File: src/rtl/sirq_pkg.sv
package sirq_pkg;

  typedef enum logic [1:0] {
    HIT_NONE = 2'd0,
    HIT_LO   = 2'd1,
    HIT_HI   = 2'd2,
    HIT_CTRL = 2'd3
  } reg_hit_e;

  // prescaler sum before the wrap test
  function automatic int unsigned pre_sum(input int unsigned q, input int unsigned step);
    return q + step;
  endfunction

  function automatic logic pre_wraps(input int unsigned sum, input int unsigned period);
    return sum >= period;
  endfunction

  // at most one subtraction is needed because step < period
  function automatic int unsigned pre_fold(input int unsigned sum, input int unsigned period);
    return (sum >= period) ? sum - period : sum;
  endfunction

endpackage

File: src/rtl/irq_reg_decode.sv
module irq_reg_decode
  import sirq_pkg::*;
#(
  parameter int ADDR_W = 16,
  parameter logic [ADDR_W-1:0] MASK  = 16'hF00C,
  parameter logic [ADDR_W-1:0] LO_A  = 16'hF000,
  parameter logic [ADDR_W-1:0] HI_A  = 16'hF004,
  parameter logic [ADDR_W-1:0] CTL_A = 16'hF008
) (
  input  logic              we,
  input  logic [ADDR_W-1:0] addr,
  output reg_hit_e          hit
);
  logic [ADDR_W-1:0] key;

  always_comb begin
    key = addr & MASK;
    hit = HIT_NONE;
    if (we) begin
      if (key == LO_A)       hit = HIT_LO;
      else if (key == HI_A)  hit = HIT_HI;
      else if (key == CTL_A) hit = HIT_CTRL;
    end
  end
endmodule

File: src/rtl/irq_prescaler.sv
module irq_prescaler
  import sirq_pkg::*;
#(
  parameter int PRE_W  = 9,
  parameter int STEP   = 3,
  parameter int PERIOD = 341
) (
  input  logic             clk,
  input  logic             rst_n,
  input  logic             clear,
  input  logic             run,
  output logic [PRE_W-1:0] q,
  output logic             tick
);
  int unsigned       sum;
  logic              wrap;
  logic [PRE_W-1:0]  q_n;

  always_comb begin
    sum  = pre_sum({{(32-PRE_W){1'b0}}, q}, STEP);
    wrap = pre_wraps(sum, PERIOD);
    q_n  = PRE_W'(pre_fold(sum, PERIOD));
    tick = run & ~clear & wrap;
  end

  always_ff @(posedge clk or negedge rst_n) begin
    if (!rst_n)     q <= '0;
    else if (clear) q <= '0;
    else if (run)   q <= q_n;
  end
endmodule

File: src/rtl/irq_line_counter.sv
module irq_line_counter
  import sirq_pkg::*;
#(
  parameter int CNT_W = 8,
  localparam int HALF = CNT_W / 2
) (
  input  logic             clk,
  input  logic             rst_n,
  input  reg_hit_e         hit,
  input  logic [HALF-1:0]  nib,
  input  logic             run_bit,
  input  logic             tick,
  output logic             irq,
  output logic             run_en,
  output logic [CNT_W-1:0] count,
  output logic             fire
);
  logic [CNT_W-1:0] reload;
  logic [CNT_W:0]   inc;
  logic             ack;

  always_comb begin
    inc  = {1'b0, count} + {{CNT_W{1'b0}}, 1'b1};
    fire = tick & inc[CNT_W];
    ack  = (hit != HIT_NONE);
  end

  always_ff @(posedge clk or negedge rst_n) begin
    if (!rst_n) begin
      reload <= '0;
      count  <= '0;
      run_en <= 1'b0;
      irq    <= 1'b0;
    end else begin
      if (hit == HIT_LO) reload[HALF-1:0]     <= nib;
      if (hit == HIT_HI) reload[CNT_W-1:HALF] <= nib;
      if (hit == HIT_CTRL) begin
        count  <= reload;
        run_en <= run_bit;
      end else if (tick) begin
        count  <= inc[CNT_W] ? reload : inc[CNT_W-1:0];
      end
      if (fire)     irq <= 1'b1;
      else if (ack) irq <= 1'b0;
    end
  end
endmodule

File: src/rtl/sirq_timer.sv
module sirq_timer
  import sirq_pkg::*;
#(
  parameter int ADDR_W = 16,
  parameter int DATA_W = 8,
  parameter int CNT_W  = 8,
  parameter int PRE_W  = 9,
  parameter int STEP   = 3,
  parameter int PERIOD = 341,
  parameter int RUN_BIT = 1
) (
  input  logic              clk,
  input  logic              rst_n,
  input  logic [ADDR_W-1:0] cpu_addr,
  input  logic [DATA_W-1:0] cpu_data,
  input  logic              cpu_we,
  output logic              irq
);
  localparam int HALF = CNT_W / 2;

  reg_hit_e         hit;
  logic             ack_hit;
  logic             ctrl_hit;
  logic             pre_tick;
  logic             ovf_fire;
  logic             run_en;
  logic [PRE_W-1:0] prescale_q;
  logic [CNT_W-1:0] count_q;

  assign ack_hit  = (hit != HIT_NONE);
  assign ctrl_hit = (hit == HIT_CTRL);

  irq_reg_decode #(.ADDR_W(ADDR_W)) u_dec (
    .we   (cpu_we),
    .addr (cpu_addr),
    .hit  (hit)
  );

  irq_prescaler #(.PRE_W(PRE_W), .STEP(STEP), .PERIOD(PERIOD)) u_pre (
    .clk   (clk),
    .rst_n (rst_n),
    .clear (ctrl_hit),
    .run   (run_en),
    .q     (prescale_q),
    .tick  (pre_tick)
  );

  irq_line_counter #(.CNT_W(CNT_W)) u_cnt (
    .clk     (clk),
    .rst_n   (rst_n),
    .hit     (hit),
    .nib     (cpu_data[HALF-1:0]),
    .run_bit (cpu_data[RUN_BIT]),
    .tick    (pre_tick),
    .irq     (irq),
    .run_en  (run_en),
    .count   (count_q),
    .fire    (ovf_fire)
  );
endmodule

File: config.mk
export PLATFORM = sky130hd
export DESIGN_NAME = sirq_timer
export DESIGN_NICKNAME = d
export VERILOG_FILES = /design/src/rtl/sirq_pkg.sv /design/src/rtl/irq_reg_decode.sv /design/src/rtl/irq_prescaler.sv /design/src/rtl/irq_line_counter.sv /design/src/rtl/sirq_timer.sv
export SDC_FILE = /design/constraint.sdc
export NUM_CORES = 1
export LEC_CHECK = 0
export BUFFER_PORTS_ARGS = -buffer_cell sky130_fd_sc_hd__buf_2
export CAP_MARGIN = 0
export CORE_AREA = 2 2 75 77
export CTS_BUF_LIST = sky130_fd_sc_hd__clkbuf_8 sky130_fd_sc_hd__clkbuf_16
export CTS_CLUSTER_DIAMETER = 200
export DETAILED_ROUTE_END_ITERATION = 10
export DIE_AREA = 0 0 77 79
export GPL_TIMING_DRIVEN = 0
export MAX_ROUTING_LAYER = met4
export PLACE_DENSITY_LB_ADDON = 0.1
export SKIP_CTS_REPAIR_TIMING = 1
export SYNTH_ARGS = -nofsm -noshare
export SYNTH_HDL_FRONTEND = slang
export SYNTH_SLANG_ARGS = --single-unit
File: constraint.sdc
create_clock -name clk -period 4.15 [get_ports clk]
set_input_delay 0.2075 -clock clk [delete_from_list [all_inputs] [get_ports clk]]
set_output_delay 0.2075 -clock clk [all_outputs]
set_load 0.02 [all_outputs]
# --- Yosys cells after proc, flatten, opt, wreduce, memory -nomap -nowiden ---
# Cells that the tools add are included.
totals:
  input_bits: 27
  out_inout_bits: 1
  wordCells: 36
  register_bits: 27
classes:
  eq_ne: 6
  n_bitwise: 4
  n_mux: 12
  n_lt_le_gt_ge: 1
  add_sub_neg: 3
  n_reduce_logical: 4
ops:
  columns: ["cell", "n"]
  rows:
  - ["$mux W9", 3]
  - ["$mux W8", 3]
  - ["$eq A6 B6 Y1 const B", 3]
  - ["$add A9 B2 Y10 const B", 1]
  - ["$ge A10 B9 Y1 const B", 1]
  - ["$add A8 B1 Y9 const B", 1]
  - ["$sub A9 B9 Y9 const B", 1]
  - ["$mux W2", 4]
  - ["$reduce_bool A2 Y1", 4]
  - ["$eq A2 B2 Y1 const B", 2]
  - ["$and A1 B1 Y1", 3]
  - ["$eq A2 B1 Y1 const B", 1]
  - ["$mux W1", 2]
  - ["$not A1 Y1", 1]

# --- Depth between registers and ports, before layout ---
# Gate-level depths: netlist (run 1).
depth:
  ltp_word: 11
  depth_mapped: 14

# --- Cells and area by module ---
# Synthesis (run 1) repeated with hierarchy kept, for this count alone.
hier_totals:
  cells_unflattened: 248
  hier_area_um2: 2157.1
modules_own_cells:
  columns: ["module", "area_each_um2", "seq_area_each_um2", "cells_each", "instances"]
  rows:
  - ["irq_prescaler", 1152.4, 225.2, 147, 1]
  - ["irq_line_counter", 960.9, 450.4, 95, 1]
  - ["irq_reg_decode", 37.5, 0.0, 5, 1]
  - ["sirq_timer", 6.3, 0.0, 1, 1]

# --- Worst setup path after synthesis (run 1) ---
# OpenSTA, ideal clock, no wires.
synth_timing:
  path_kind: "reg2reg"
  startpoint: "register u_pre.q[0]"
  endpoint: "register u_pre.q[3]"
  slack_ns: 1.501
  path_stages_with_launch: 14
  n_path_buf: 3
  arrival_time_ns: 2.571
  setup_time_ns: 0.078
  synth_period_minus_slack_ns: 2.649
  t_required_ns: 4.072
  path_cell_list: "dfrtp_1 > buf_6 > inv_1 > ha_1 > and3b_1 > buf_2 > o2111ai_1 > nand4_1 > o31a_1 > buf_2 > nand2_4 > a21oi_1 > or4_1 > a21oi_1"
synth_via:
  elab_chain_cells: 5
  elab_cells_between_ends: 6
synth_rtl:
  columns: ["element", "line_no", "rtl"]
  rows:
  - ["start: declaration", "irq_prescaler.sv:12", "output logic [PRE_W-1:0] q,"]
  - ["start signal: assignment", "irq_prescaler.sv:29", "else if (run) q <= q_n;"]
  - ["$add A9 B2 Y10 (*)", "sirq_pkg.sv:12", "return q + step;"]
  - ["$sub A9 B9 Y9 or $ge A10 B9 Y1 (tied branches)", "sirq_pkg.sv:21", "return (sum >= period) ? sum - period : sum;"]
  - ["$mux W9 (*)", "sirq_pkg.sv:21", null]
  - ["$mux W9 (*)", "irq_prescaler.sv:29", null]
  - ["$mux W9 (*)", "irq_prescaler.sv:28", "else if (clear) q <= '0;"]
# Every way passes the cells marked *; elsewhere a longest branch is shown, timed or not. The select of a mux whose other input is x is not followed.
# A chain may end at the register's enable or synchronous reset.

# --- Final worst setup path (run 1) ---
layout_timing:
  startpoint: "register u_pre.q[1]"
  endpoint: "register u_cnt.count[5]"
layout_via:
  elab_chain_cells: 4
layout_rtl:
  columns: ["element", "line_no", "rtl"]
  rows:
  - ["$add A9 B2 Y10", "sirq_pkg.sv:12", null]
  - ["$ge A10 B9 Y1", "sirq_pkg.sv:16", "return sum >= period;"]
  - ["$and A1 B1 Y1", "irq_prescaler.sv:23", "tick = run & ~clear & wrap;"]
  - ["$reduce_bool A2 Y1 (no source line)", null, null]
  - ["end signal: assignment", "irq_line_counter.sv:38", "count <= reload;"]
  - ["end signal: assignment", "irq_line_counter.sv:41", "count <= inc[CNT_W] ? reload : inc[CNT_W-1:0];"]
  - ["end: declaration", "irq_line_counter.sv:15", "output logic [CNT_W-1:0] count,"]
# No other way between the ends.

==> impl_metrics.tcl, run 1 <==
set metrics [dict create \
    gp_congestion 0.812 \
    critPathSlowestCell "dfrtp_1" \
    crit_chain "inv_1 -> ha_1 -> and3b_1 -> buf_2 -> a31o_2 -> nand4_1 -> o31a_1 -> buf_2 -> a21oi_1 -> buf_2 -> a21oi_1 -> a311oi_1 -> a21o_1" \
    critPathKind "reg -> reg" \
    cpMostUsedCell "buf_2" \
    dr.pass1.iters 4 \
    syn-cell-area_sq_um 2050 \
    post_dp_cell_area_sq_um 2210 \
    globalRoute.totalOverflow 0 \
    endpoint_kind "flop" \
    syn_avg_cell_area_sq_um 8.35 \
    grt_max_degree 28 \
    cts_sinks 27 \
    synth_warnings 0 \
    synth_edf_count 0 \
    htreeDepth 1 \
    die_x_microns 77 \
    status "completed" \
    cts_buffer_depth 2 \
    relSlewSlack 0.360 \
    fmax_ghz 0.322 \
    critPathLaunchType "flop" \
    syn-num-nets 277 \
    start_util 0.385 \
    grt_pass1_wl_microns 8510 \
    via_per_inst 5.58 \
    synth-seq-cells 27 \
    period_needed_ns 3.10 \
    syn2layout_area_growth_pct 10.2 \
    diodes 0 \
    power.leakage_uw 0.000987 \
    drive_gt1_frac 0.159 \
    synth_commonest_cells "nand2_1, dfrtp_1, a21oi_1" \
    wl_per_cell_microns 14.7 \
    ys_async_sr_fraction 1.00 \
    cts_buffers 3 \
    finalHoldViolCount 0 \
    finalInstanceArea_sq_um 2260 \
    yosys-top-cells-area "dfrtp_1, nand2_1, mux2_2" \
    arrival_ns 3.33 \
    grt_use_total 0.175 \
    rrSetupSlack_ns 1.05 \
    cp_num_buf_inv 4 \
    tightest_slew_ns 0.958 \
    clk_latency_ns 0.27 \
    multi_input_area_sq_um 1250 \
    coreArea_sq_um 5340 \
    cts_tree "done" \
    die_h_microns 79 \
    postRouteWirelength_microns 4930 \
    setup-tns-final_ns 0 \
    drv_slew 0 \
    min_path_type "in -> reg" \
    worst_path_dominant_cell_family "compound AO/OA/AOI/OAI gates" \
    slowest_delay_ns 0.50 \
    final-seq-area_sq_um 676 \
    cp_max_fo 10 \
    setup_viol 0 \
    finClkSkew_ns 0.00301 \
    clkTransAtPathRegs_ns 0.09 \
    p_per_area_nw_per_um2 694 \
    drc 0 \
    die_area_sq_um 6080 \
    cap_viol_max_count 0 \
    ys_seq_area_frac 0.329 \
    cts-root-buf "clkbuf_8" \
    yosysTopAreaCell "dfrtp_1" \
    netlist_instances 246 \
    fp-row-count 27 \
    ys.flop_type "dfrtp_1" \
    antenna_left 0 \
    rsz0062_at_grt "false" \
    cp.required_ns 4.37 \
    drt_iter0_markers 82 \
    ys_types 55 \
    fillCellCount 579 \
    io_buffer_count 13 \
    grt_antenna_before_repair 0 \
    grt_pass1_vias 1808 \
    synth_top_cell_area_share 0.329 \
    ir_drop_mv 0.283 \
    fin_hold_ws_ns 0.170 \
    yosysMostFrequentCell "nand2_1" \
    dp.final_hpwl_microns 3630 \
    vias 1875 \
    nets 296 \
    io_pins 28 \
    period_share 0.748 \
]
-- cells by family after synthesis --
kind of cell	Yosys count	share of synthesized area
buf+inv	27	0.0622
xor+xnor	7	0.0299
flops	27	0.329
simple gates	96	0.233
mux	12	0.0634
compound gates	73	0.258
fa+ha+maj	4	0.0244
-- final timing paths --
| check | depth (start not counted) | from | to |
|---|---|---|---|
| max reg2reg | 13 | u_pre.q[1]$_DFFE_PN0P_ | u_cnt.count[5]$_DFFE_PN0P_ |
| max in group asynchronous | 2 | rst_n | u_pre.q[7]$_DFFE_PN0P_ |
| min | 3 | cpu_data[1] | u_cnt.run_en$_DFFE_PN0P_ |
| min in group asynchronous | 2 | rst_n | u_cnt.irq$_DFFE_PN0P_ |
| max | 13 | u_pre.q[1]$_DFFE_PN0P_ | u_cnt.count[5]$_DFFE_PN0P_ |
| min reg2reg | 1 | u_cnt.reload[1]$_DFFE_PN0N_ | u_cnt.count[1]$_DFFE_PN0P_ |
-- power breakdown --
| part | internal (uW) | total [uW] | switching [uW] |
|---|---|---|---|
| Combinational | 414 | 998 | 583 |
| Clock | 66.5 | 150 | 83.6 |
| Sequential | 348 | 424 | 75.9 |
-- routing by layer --
layer  track usage  wire length [microns]
met5             -                      0
met4        0.0500                     60
met3        0.0136                     81
met2         0.310                   2470
met1         0.216                   2320
-- through the flow --
step                      total power, uW  std cells  setup slack, ns   util
after floorplan                      1210        246             1.50      -
after global placement               1420        331             1.11  0.414
after detailed placement             1410        331             1.11  0.414
after CTS                            1570        335             1.08  0.422
after global routing                 1720        336            0.815  0.424
final                                1570        336             1.05  0.424
-- layout by cell type (no fill, tap or decap), drive strengths merged, types with 2 or more instances in the layout --
master | synthesis | final
nand4 | 3 | 3
a211oi | 4 | 4
o21ai | 11 | 11
nand3 | 12 | 12
a21o | 4 | 4
a221oi | 4 | 4
a21oi | 17 | 17
ha | 4 | 4
a31o | 4 | 4
or4 | 2 | 2
dfrtp | 27 | 27
and3 | 4 | 4
a21boi | 4 | 4
mux2 | 8 | 8
nand2b | 2 | 2
nor2 | 16 | 16
nor2b | 2 | 2
o21bai | 2 | 2
xnor2 | 5 | 5
a2bb2oi | 2 | 2
nor3 | 8 | 8
nand3b | 3 | 3
nand2 | 33 | 33
a31oi | 3 | 3
o311a | 2 | 2
o211ai | 2 | 2
and2 | 3 | 3
o22ai | 4 | 4
xor2 | 2 | 2
clkbuf | 8 | 11
buf | 11 | 24
or3 | 2 | 2
mux2i | 4 | 4
inv | 8 | 9
-- area by class of cell --
cell class / count / area share
multi-input cells: 192 / 0.552
inverters: 8 / 0.0133
clock inverters: 1 / 0.00166
repair buffers: 14 / 0.0332
plain buffers: 19 / 0.0431
clock buffers: 3 / 0.0182
flip-flops and latches: 27 / 0.299
well taps: 72 / 0.0398
-- registers in the layout (all words and copies together), names as in the netlist --
name and count:
u_pre.q 9, u_cnt.count 8, u_cnt.reload 8, u_cnt.irq 1, u_cnt.run_en 1
-- tightest hold or removal path, stage by stage --
cell and delay (ns):
buf_2 0.10, nand2_1 0.05, nand2_1 0.05
(Power assumes the default switching activity.)
==> inputs of run 2 (changes only) <==
==> constraint.sdc (replaced) <==
create_clock -name clk -period 2.54 [get_ports clk]
set_input_delay 0.127 -clock clk [delete_from_list [all_inputs] [get_ports clk]]
set_output_delay 0.127 -clock clk [all_outputs]
set_load 0.02 [all_outputs]
==> run 2 against run 1 <==
Effect of this change: the flow now finishes with violations (negative setup slack); clock skew about the same; count of clock-buffer cells in the layout unchanged; clock power increased by 66%; final cell count increased by 10%; total power increased by 140%; critical path type unchanged; largest power group unchanged.
==> impl_metrics.tcl, run 2 (synthesized netlist as in run 1, its figures left out) <==
set metrics [dict create \
    cts_sinks 27 \
    cts_buffers 3 \
    critPathKind "reg -> reg" \
    min_path_type "in -> reg" \
    coreArea_sq_um 5340 \
    finClkSkew_ns 0.00299 \
    via_per_inst 5.69 \
    syn2layout_area_growth_pct 39.6 \
    setup_viol 18 \
    grt_use_total 0.181 \
    io_buffer_count 13 \
    postRouteWirelength_microns 6120 \
    clk_latency_ns 0.28 \
    vias 2106 \
    cap_viol_max_count 0 \
    post_dp_cell_area_sq_um 2240 \
    antenna_left 0 \
    final_common_cell "buf_4" \
    fp-row-count 27 \
    start_util 0.385 \
    most-common-layout-cells "buf_4, nand2_1, dfrtp_1" \
    finalHoldViolCount 0 \
    multi_input_area_sq_um 1540 \
    status "complete, but fails checks" \
    grt_max_degree 28 \
    diodes 0 \
    nets 330 \
    die_h_microns 79 \
    die_x_microns 77 \
    cts_buffer_depth 2 \
    period_share 1.14 \
    power.internal_uw 2000 \
    cp.required_ns 2.75 \
    htreeDepth 1 \
    cts_tree "done" \
    tightest_slew_ns 1.08 \
    violations "negative setup slack" \
    p_sw_uw 1700 \
    drc 0 \
    dr.pass1.iters 4 \
    drv_slew 0 \
    power.leakage_uw 0.00122 \
    fmax_ghz 0.345 \
    setup-tns-final_ns -3.38 \
    die_area_sq_um 6080 \
    drive_gt1_frac 0.406 \
    clock_power_share 0.067 \
    final-seq-area_sq_um 677 \
    wl_per_cell_microns 16.5 \
    period_needed_ns 2.90 \
    dp.final_hpwl_microns 3760 \
    grt_antenna_before_repair 0 \
    p_per_area_nw_per_um2 1290 \
    fillCellCount 514 \
    clkTransAtPathRegs_ns 0.09 \
    grt_pass1_vias 1810 \
    drt_iter0_markers 119 \
    ir_drop_mv 0.595 \
    grt_pass1_wl_microns 8720 \
    critPathLaunchType "flop" \
    io_pins 28 \
    p_seq_frac 0.192 \
    endpoint_kind "flop" \
    largest_reg_flops 9 \
    postLayoutCoreUtil 0.537 \
    cts-root-buf "clkbuf_8" \
    reg_top3 "u_pre.q (9), u_cnt.count (8), u_cnt.reload (8)" \
    worst_slack_ns -0.362 \
    swShare 0.459 \
    pwr-share-comb 0.741 \
    rsz0062_at_grt "true" \
    cp_max_fo 7 \
    globalRoute.totalOverflow 0 \
    relSlewSlack 0.277 \
    gp_congestion 0.820 \
    arrival_ns 3.11 \
    finalInstanceArea_sq_um 2870 \
    regMostFlops "u_pre.q" \
]
[run 2: cell types whose count changed in the layout (fill, tap and decap cells not counted), moves of 3 or more]
| cell | delta |
|---|---|
| buf_2 | -4 |
| a221oi_1 | -4 |
| a21oi_1 | -7 |
| o21ai_2 | +3 |
| o21ai_0 | -3 |
| buf_6 | +7 |
| a21oi_4 | +4 |
| a21oi_2 | +3 |
| buf_4 | +31 |
| nand2_1 | -5 |
[run 2: final timing paths]
check / to / slack [ns] / cells after the start / from
worst max register to register: u_pre.q[3]$_DFFE_PN0P_ / -0.36 / 13 / u_pre.q[0]$_DFFE_PN0P_
worst max-delay path: u_pre.q[3]$_DFFE_PN0P_ / -0.36 / 13 / u_pre.q[0]$_DFFE_PN0P_
worst min-delay path: u_cnt.run_en$_DFFE_PN0P_ / 0.08 / 3 / cpu_data[1]
max in group asynchronous: u_pre.q[1]$_DFFE_PN0P_ / 1.71 / 2 / rst_n
worst min register to register: u_cnt.count[1]$_DFFE_PN0P_ / 0.50 / 1 / u_cnt.reload[1]$_DFFE_PN0N_
min in group asynchronous: u_cnt.reload[5]$_DFFE_PN0N_ / 0.39 / 2 / rst_n
[run 2: worst max-delay path: stages, from the launching register on]
cell and delay (ns):
dfrtp_1 0.39, buf_6 0.13, inv_6 0.03, ha_4 0.16
and3b_1 0.25, buf_6 0.15, buf_6 0.13, o21ai_2 0.06
o311a_4 0.15, o32ai_4 0.44, nand2_8 0.09, a21o_1 0.18
or4_4 0.51, a21oi_2 0.13
[run 2: area by class of cell]
class                   instances  area share
flip-flops and latches         27       0.236
plain buffers                  18      0.0432
multi-input cells             192       0.537
well taps                      72      0.0314
clock buffers                   3      0.0144
clock inverters                 1     0.00131
inverters                       8      0.0131
repair buffers                 49       0.123
[run 2: power by group through the flow]
stage	clock [uW]	combinational, uW	sequential [uW]
after floorplan	0	1370	668
after global placement	0	1720	700
after detailed placement	0	1720	701
after CTS	253	1730	692
after global routing	275	2930	722
final	249	2740	709
[run 2: routing by layer]
metal	vias up	track usage	wire, microns
li1	1004	-	-
met1	1045	0.229	2700
met2	44	0.311	3140
met3	13	0.0170	172
met4	0	0.0536	110
met5	-	-	0
[run 2: metrics by stage]
step           power (uW)  setup WS, ns  std cells  hold slack (ns)
2_1_floorplan        2040       0.00212        246           -0.169
4_1_cts              2670        -0.397        335           -0.114
3_3_place_gp         2420        -0.370        331            0.185
6_report             3700        -0.362        370           0.0843
5_1_grt              3930        -0.454        370           0.0871
3_5_place_dp         2420        -0.377        331            0.186
